**config.mk**
```make
export PLATFORM = sky130hd
export DESIGN_NAME = hb_leg_deadtime
export DESIGN_NICKNAME = d
export VERILOG_FILES = /design/src/rtl/hb_dt_pkg.sv /design/src/rtl/hb_deglitch.sv /design/src/rtl/hb_dead_core.sv /design/src/rtl/hb_leg_deadtime.sv
export SDC_FILE = /design/constraint.sdc
export NUM_CORES = 1
export LEC_CHECK = 0
export CAP_MARGIN = 20
export CORE_ASPECT_RATIO = 0.7
export CORE_MARGIN = 2
export CORE_UTILIZATION = 40
export CTS_BUF_LIST = sky130_fd_sc_hd__clkbuf_8
export CTS_CLUSTER_SIZE = 10
export DETAILED_ROUTE_END_ITERATION = 8
export PLACE_DENSITY = 0.71
export SKIP_CTS_REPAIR_TIMING = 1
export SYNTH_ARGS = -nofsm -noshare
export SYNTH_HDL_FRONTEND = slang
export SYNTH_HIERARCHICAL = 1
export SYNTH_SLANG_ARGS = --single-unit
```
**constraint.sdc**
```tcl
create_clock -name clk_i -period 1.3 [get_ports clk_i]
set_input_delay 0.26 -clock clk_i [delete_from_list [all_inputs] [get_ports clk_i]]
set_output_delay 0.26 -clock clk_i [all_outputs]
set_load 0.02 [all_outputs]
```
**src/rtl/hb_dt_pkg.sv**
```systemverilog
package hb_dt_pkg;

  typedef struct packed {
    logic hs;
    logic ls;
  } leg_pair_t;

  function automatic int ns_to_cyc(int ns, int clk_ns);
    return (ns + clk_ns - 1) / clk_ns;
  endfunction

endpackage

```
**src/rtl/hb_deglitch.sv**
```systemverilog
module hb_deglitch #(
  parameter int   STABLE_CYC = 8,
  parameter logic RST_VAL    = 1'b0
) (
  input  logic clk_i,
  input  logic rst_ni,
  input  logic d_i,
  output logic q_o
);
  localparam int CW = $clog2(STABLE_CYC + 1);

  logic [CW-1:0] cnt_q;
  logic          q_q;

  always_ff @(posedge clk_i or negedge rst_ni) begin
    if (!rst_ni) begin
      cnt_q <= '0;
      q_q   <= RST_VAL;
    end else if (d_i == q_q) begin
      cnt_q <= '0;
    end else if (cnt_q == CW'(STABLE_CYC - 1)) begin
      q_q   <= d_i;
      cnt_q <= '0;
    end else begin
      cnt_q <= cnt_q + 1'b1;
    end
  end

  assign q_o = q_q;
endmodule

```
**src/rtl/hb_dead_core.sv**
```systemverilog
module hb_dead_core
  import hb_dt_pkg::*;
#(
  parameter int DEAD_CYC = 60
) (
  input  logic      clk_i,
  input  logic      rst_ni,
  input  leg_pair_t want_i,
  output leg_pair_t gate_o
);
  localparam int CW = (DEAD_CYC > 2) ? $clog2(DEAD_CYC) : 1;

  leg_pair_t     gate_q, gate_d, blk_q, blk_d;
  logic [CW-1:0] cnt_q, cnt_d;
  logic          busy, off_hs, off_ls, ok_hs, ok_ls;

  always_comb begin
    busy   = (cnt_q != '0);
    off_hs = gate_q.hs & ~want_i.hs;
    off_ls = gate_q.ls & ~want_i.ls;
    // a side may rise only when its partner is already off and no partner turn-off is still timing
    ok_hs  = want_i.hs & ~want_i.ls & ~gate_q.ls & ~(busy & blk_q.hs);
    ok_ls  = want_i.ls & ~want_i.hs & ~gate_q.hs & ~(busy & blk_q.ls);
    gate_d.hs = want_i.hs & ~want_i.ls & (gate_q.hs | ok_hs);
    gate_d.ls = want_i.ls & ~want_i.hs & (gate_q.ls | ok_ls);

    cnt_d = cnt_q;
    blk_d = blk_q;
    if (off_hs | off_ls) begin
      cnt_d    = CW'(DEAD_CYC - 1);
      blk_d    = busy ? blk_q : '0;
      blk_d.ls = blk_d.ls | off_hs;
      blk_d.hs = blk_d.hs | off_ls;
    end else if (busy) begin
      cnt_d = cnt_q - 1'b1;
    end
  end

  always_ff @(posedge clk_i or negedge rst_ni) begin
    if (!rst_ni) begin
      gate_q <= '0;
      blk_q  <= '0;
      cnt_q  <= '0;
    end else begin
      gate_q <= gate_d;
      blk_q  <= blk_d;
      cnt_q  <= cnt_d;
    end
  end

  assign gate_o = gate_q;
endmodule

```
**src/rtl/hb_leg_deadtime.sv**
```systemverilog
module hb_leg_deadtime
  import hb_dt_pkg::*;
#(
  parameter int CLK_NS      = 5,
  parameter int CMD_FILT_NS = 40,
  parameter int EN_FILT_NS  = 300,
  parameter int DEAD_NS     = 300
) (
  input  logic clk_i,
  input  logic rst_ni,
  input  logic en_i,
  input  logic hs_cmd_ni,
  input  logic ls_cmd_ni,
  input  logic force_off_i,
  output logic hs_gate_o,
  output logic ls_gate_o
);
  localparam int CMD_CYC  = ns_to_cyc(CMD_FILT_NS, CLK_NS);
  localparam int EN_CYC   = ns_to_cyc(EN_FILT_NS, CLK_NS);
  localparam int DEAD_CYC = ns_to_cyc(DEAD_NS, CLK_NS);

  logic [1:0] cmd_raw_n, cmd_flt_n;
  logic       en_flt;
  leg_pair_t  want, gate;

  assign cmd_raw_n = {hs_cmd_ni, ls_cmd_ni};

  for (genvar g = 0; g < 2; g++) begin : g_cmd_flt
    hb_deglitch #(.STABLE_CYC(CMD_CYC), .RST_VAL(1'b1)) u_flt (
      .clk_i (clk_i),
      .rst_ni(rst_ni),
      .d_i   (cmd_raw_n[g]),
      .q_o   (cmd_flt_n[g])
    );
  end

  hb_deglitch #(.STABLE_CYC(EN_CYC), .RST_VAL(1'b0)) u_en_flt (
    .clk_i (clk_i),
    .rst_ni(rst_ni),
    .d_i   (en_i),
    .q_o   (en_flt)
  );

  always_comb begin
    want.hs = en_flt & ~force_off_i & ~cmd_flt_n[1] & cmd_flt_n[0];
    want.ls = en_flt & ~force_off_i & ~cmd_flt_n[0] & cmd_flt_n[1];
  end

  hb_dead_core #(.DEAD_CYC(DEAD_CYC)) u_core (
    .clk_i (clk_i),
    .rst_ni(rst_ni),
    .want_i(want),
    .gate_o(gate)
  );

  assign hs_gate_o = gate.hs;
  assign ls_gate_o = gate.ls;
endmodule

```
=== Word-level counts from Yosys, hierarchy flattened ===
Index checks and enable logic that the tools add are counted.

* Bits in registers: 27
* Latch bits: 0
* Memory bits (writable): 0
* Memory bits (read-only): 0
* Input bits: 6
* Memories: 0

* $add $sub $neg: 4
* Multiply operators: 0
* Divide/modulo/power cells: 0
* Order comparisons: 0
* Eq/ne operators: 6
* Shifts and indexed selects: 0
* Muxes and demuxes: 9
* Bitwise operators: 34
* Reductions and logical operators: 5

{| class="wikitable"
|+ Operator list
! kind !! number
|-
| $mux W6 || 4
|-
| $and A1 B1 Y1 || 17
|-
| $mux W4 || 4
|-
| $not A1 Y1 || 12
|-
| $add A4 B1 Y4 const B || 2
|-
| $eq A4 B3 Y1 const B || 2
|-
| $add A6 B1 Y6 const B || 1
|-
| $eq A6 B6 Y1 const B || 1
|-
| $reduce_and A2 Y1 || 3
|-
| $reduce_bool A6 Y1 || 1
|-
| $sub A6 B1 Y6 const B || 1
|-
| $or A1 B1 Y1 || 5
|-
| $eq A1 B1 Y1 || 3
|-
| $mux W2 || 1
|-
| $reduce_bool A2 Y1 || 1
|}

=== Logic depth before layout (Yosys ltp) ===
* Word-level depth: 10
* Gate-level depth with buffers: 5

=== Modules after synthesis ===
Netlist, hierarchy kept.

{| class="wikitable"
|+ By module, submodules not included
! module !! times used !! cells an instance !! area each (sq um) !! seq. area each (sq um)
|-
| hb_dead_core || 1 || 54 || 546.8 || 250.2
|-
| hb_deglitch (u_en_flt) || 1 || 27 || 305.3 || 175.2
|-
| hb_deglitch (g_cmd_flt[1].u_flt) || 1 || 17 || 236.5 || 126.4
|-
| hb_deglitch (g_cmd_flt[0].u_flt) || 1 || 18 || 219.0 || 126.4
|-
| hb_leg_deadtime || 1 || 2 || 25.0 || 0.0
|}

=== Least setup slack after synthesis ===
Ideal clock, no wire load.

* Path type: flip-flop to flip-flop
* From: reg g_cmd_flt[1].u_flt.q_q
* To: reg u_core/blk_q[1] in the netlist's numbering
* Library setup time: 0.124 ns
* Data arrival time: 1.270 ns
* Required time: 1.176 ns
* Path slack: -0.094 ns
* Cell stages (with the launch flop): 5
* Path buffers: 0
* Period minus slack after synthesis: 1.394 ns
* Path through: dfstp_2 and4bb_2 nor2b_1 a31oi_1 or2_1

{| class="wikitable"
|+ RTL lines
! item !! RTL line !! RTL
|-
| from (decl) || hb_deglitch.sv:13 || <nowiki>logic q_q;</nowiki>
|-
| from (signal assigned) || hb_deglitch.sv:22 || <nowiki>q_q <= d_i;</nowiki>
|-
| to (signal assigned) || hb_dead_core.sv:46 || <nowiki>blk_q <= blk_d;</nowiki>
|-
| to (decl) || hb_dead_core.sv:13 || <nowiki>leg_pair_t gate_q, gate_d, blk_q, blk_d;</nowiki>
|}

=== Worst setup path in the final report ===
* From: reg u_core.cnt_q[1]
* To: reg u_core.cnt_q[3]

* Cells in the longest elaborated chain, start to end: 3
* Elaborated cells on any way between the ends: 5
* Classes of those cells: 1 x add/sub; 2 x mux; 2 x reduce/logical

{| class="wikitable"
|+ RTL lines
! item !! RTL line !! RTL
|-
| from (decl) || hb_dead_core.sv:14 || <nowiki>logic [CW-1:0] cnt_q, cnt_d;</nowiki>
|-
| from (signal assigned) || hb_dead_core.sv:47 || <nowiki>cnt_q <= cnt_d;</nowiki>
|-
| $sub A6 B1 Y6 || hb_dead_core.sv:35 || <nowiki>cnt_d = cnt_q - 1'b1;</nowiki>
|-
| $mux W6 || hb_dead_core.sv:34 || <nowiki>end else if (busy) begin</nowiki>
|-
| $mux W6 || hb_dead_core.sv:29 || <nowiki>if (off_hs | off_ls) begin</nowiki>
|}

Parallel ways exist; a longest one is shown, timed or not. The select of a mux whose other input is x is not followed.
A chain may end at the register's enable or synchronous reset.

==> key figures <==
Die
  – Core area: 3170 um2
  – Chip Width: 73.0 um
  – Rows: 17
  – Num ports: 8
  – Height of the die: 52.3 um
  – Initial Util: 42.0%
  – DIE AREA: 3820 um2

Detailed routing
  – DR pass1 iterations: 4
  – Post-route ant nets: 0
  – 1st-iter DRT viols: 11
  – Final WL: 2450 um
  – WL/cell: 13.3 um
  – Vias: 942
  – DRC: 0
  – Vias per Instance: 5.12

Timing
  – Worst hold margin: 0.335 ns
  – Slew of the pin with the lowest slew margin: 0.432 ns
  – Final Max Tran Viols: 0
  – Setup violators final: 7
  – Setup TNS: -0.238 ns
  – Clock Skew: 0.0100 ns
  – Fin crit share: 106%
  – Hold Vio Cnt, Final: 0
  – Fmax: 0.726 GHz
  – Min cycle time layout: 1.38 ns
  – RSZ-0062 raised after global routing: true
  – Slew HR: 71.0%
  – Setup ws final: -0.0772 ns

Synth
  – Syn nets: 129
  – Post-synthesis cell count: 118
  – Synth warn: 6
  – Sequential-to-total area share from yosys stat: 50.9%
  – Post-synth design cell area: 1330 um2
  – Post-synth ARST share: 100%
  – Syn_area_per_cell: 11.3 um2
  – Distinct cells, synth: 44
  – Number of synthesized flops with an enable pin: 0
  – #FFs+latches synth: 27
  – Top_reg_cell synth: dfrtp_1

Clock tree
  – Worst-Skew Late Latency: 0.27 ns
  – Root buffer cell: clkbuf_8
  – H-tree levels: 1
  – Total CTS buffers: 3
  – CTS sink count: 27
  – Clk buf depth: 2
  – CTS tree: built
  – Clock-pin slew on the worst setup and hold paths: 0.09 ns

Run status
  – Status: complete, but fails checks
  – Failing checks: negative setup slack

Cells and area
  – Area grow syn2layout: 27.7%
  – Final Cell Area: 1700 um2
  – Share of cells above drive strength 1: 32.9%
  – Most frequent cells in the layout: dfrtp_1, buf_4, nor2_1
  – Final Non-Filler Cells: 184
  – Nets: 158
  – Fillers: 272
  – Ant. Diodes: 0
  – Final core utilization: 53.7%
  – Sequential Area: 679 um2
  – Most common cell after layout, fill and taps aside: dfrtp_1
  – Area of the multi-input gates: 696 um2

Critical path
  – RR Endpoint: u_core/cnt_q[3]
  – Worst path arrival time: 1.52 ns
  – Reg-to-reg critical path startpoint: u_core/cnt_q[1]
  – Worst-path fanout max: 3
  – Worst reg2reg setup slack: -0.08 ns
  – WS Path Type: flip-flop to flip-flop
  – Slowest cell delay on critical path: 0.39 ns
  – Cells along the critical path: buf_4 -> or3_1 -> a211oi_1 -> o31ai_1
  – Worst setup SP type: flip-flop
  – Critical Path End Type: flip-flop
  – Critical path's slowest cell: or3_1
  – R2R depth: 4
  – Data required time at the worst endpoint: 1.44 ns

Placed design
  – Post-Place Setup Slack: -0.313 ns
  – IO buf count: 7
  – Placer Congestion: 0.881
  – DP Wirelength: 1860 um
  – Post-DP Area: 1600 um2
  – Placed Cells: 180

Global route
  – Pin count of the biggest net entering global routing: 28
  – First-pass GRT wire length: 4270 um
  – Initial antenna violation count: 0
  – Total track usage: 15.2%
  – Gr ovfl total: 0
  – Vias in the first global route: 969

Pwr
  – Max VDD drop: 903 uV
  – Cell Pwr Density: 1130 nW/um2
  – Power, Total: 1.92 mW
  – Pleak: 0.785 nW

Min path
  – Hold/Removal Path Class: input pin to asynchronous set/reset pin

Job
  – Max cap viols: 0
==> flip-flops by register name, indices dropped and copies added, names as in the netlist <==
signal	flops
g_cmd_flt.u_flt/cnt_q	8
u_core/cnt_q	6
u_en_flt/cnt_q	6
g_cmd_flt.u_flt/q_o	2
u_core/blk_q	2
u_core/gate_o	2
u_en_flt/q_o	1
==> cells in the mapped netlist (2+ instances only) <==
master | number | area share (%)
xor2_1 | 3 | 2.0
mux2_4 | 2 | 2.3
ha_1 | 5 | 4.7
dfrtp_1 | 25 | 47
nor2b_1 | 7 | 3.3
nand4_1 | 2 | 0.94
a21oi_1 | 2 | 0.75
nand2_1 | 2 | 0.56
o21ai_0 | 2 | 0.75
o31a_1 | 2 | 1.3
nand3_1 | 4 | 1.5
xnor2_1 | 6 | 3.9
nor2_1 | 11 | 3.1
o31ai_1 | 2 | 1.1
or3_1 | 2 | 0.94
dfstp_2 | 2 | 3.9
nor3_1 | 3 | 1.1
nor3b_1 | 3 | 1.7
o21ai_1 | 4 | 1.5
inv_1 | 5 | 1.4
==> where the power goes <==
part           switching, mW  internal, mW
combinational          0.165         0.234
clock                  0.243         0.212
sequential            0.0968         0.973
==> how the worst max path moves through the flow <==
stage / start / endpoint / cells past startpoint
after floorplan: g_cmd_flt[1].u_flt/q_o / u_core/blk_q[1] / 4
after CTS: u_core/gate_o[0] / ls_gate_o / 1
after global placement: force_off_i / u_core/cnt_q[2] / 6
after detailed placement: force_off_i / u_core/cnt_q[2] / 6
after global routing: u_core/cnt_q[1] / u_core/cnt_q[3] / 4
final: u_core/cnt_q[1] / u_core/cnt_q[3] / 4
==> area by class of cell <==
cell class,instances,area share [%]
inverter,5,1.10
timing repair buffer,24,12.6
clock buffer,3,2.43
multi-input combinational,86,40.9
clock inverter,1,0.221
tap,38,2.79
sequential,27,39.9
==> kinds of logic (layout without fill, tap and decap cells) <==
logic type | count (synthesis) | count (layout) | share of synthesized area, %
multiplexers | 4 | 4 | 3.85
XOR/XNOR | 9 | 9 | 5.92
buffers and inverters | 5 | 33 | 1.41
AND/OR/NAND/NOR | 50 | 50 | 24.1
AO/OA/AOI/OAI | 18 | 18 | 9.11
flip-flops | 27 | 27 | 50.9
adder cells (fa/ha/maj) | 5 | 5 | 4.69
==> metal layers <==
metal  track usage, %  part of all wire, %  vias to the layer above
met5                0                    0                        -
met4             5.56                  1.5                        0
met3             4.62                  2.3                        6
met2             25.2                   50                        8
met1             18.7                   46                      456
li1                 -                    -                      472
==> critical path, delay by kind of cell (launching register included) <==
family          cells  cell delay, ns
simple gates        1            0.39
flops               1            0.38
compound gates      2            0.35
buf+inv             1            0.14
Power figures use the tool's default switching activity.
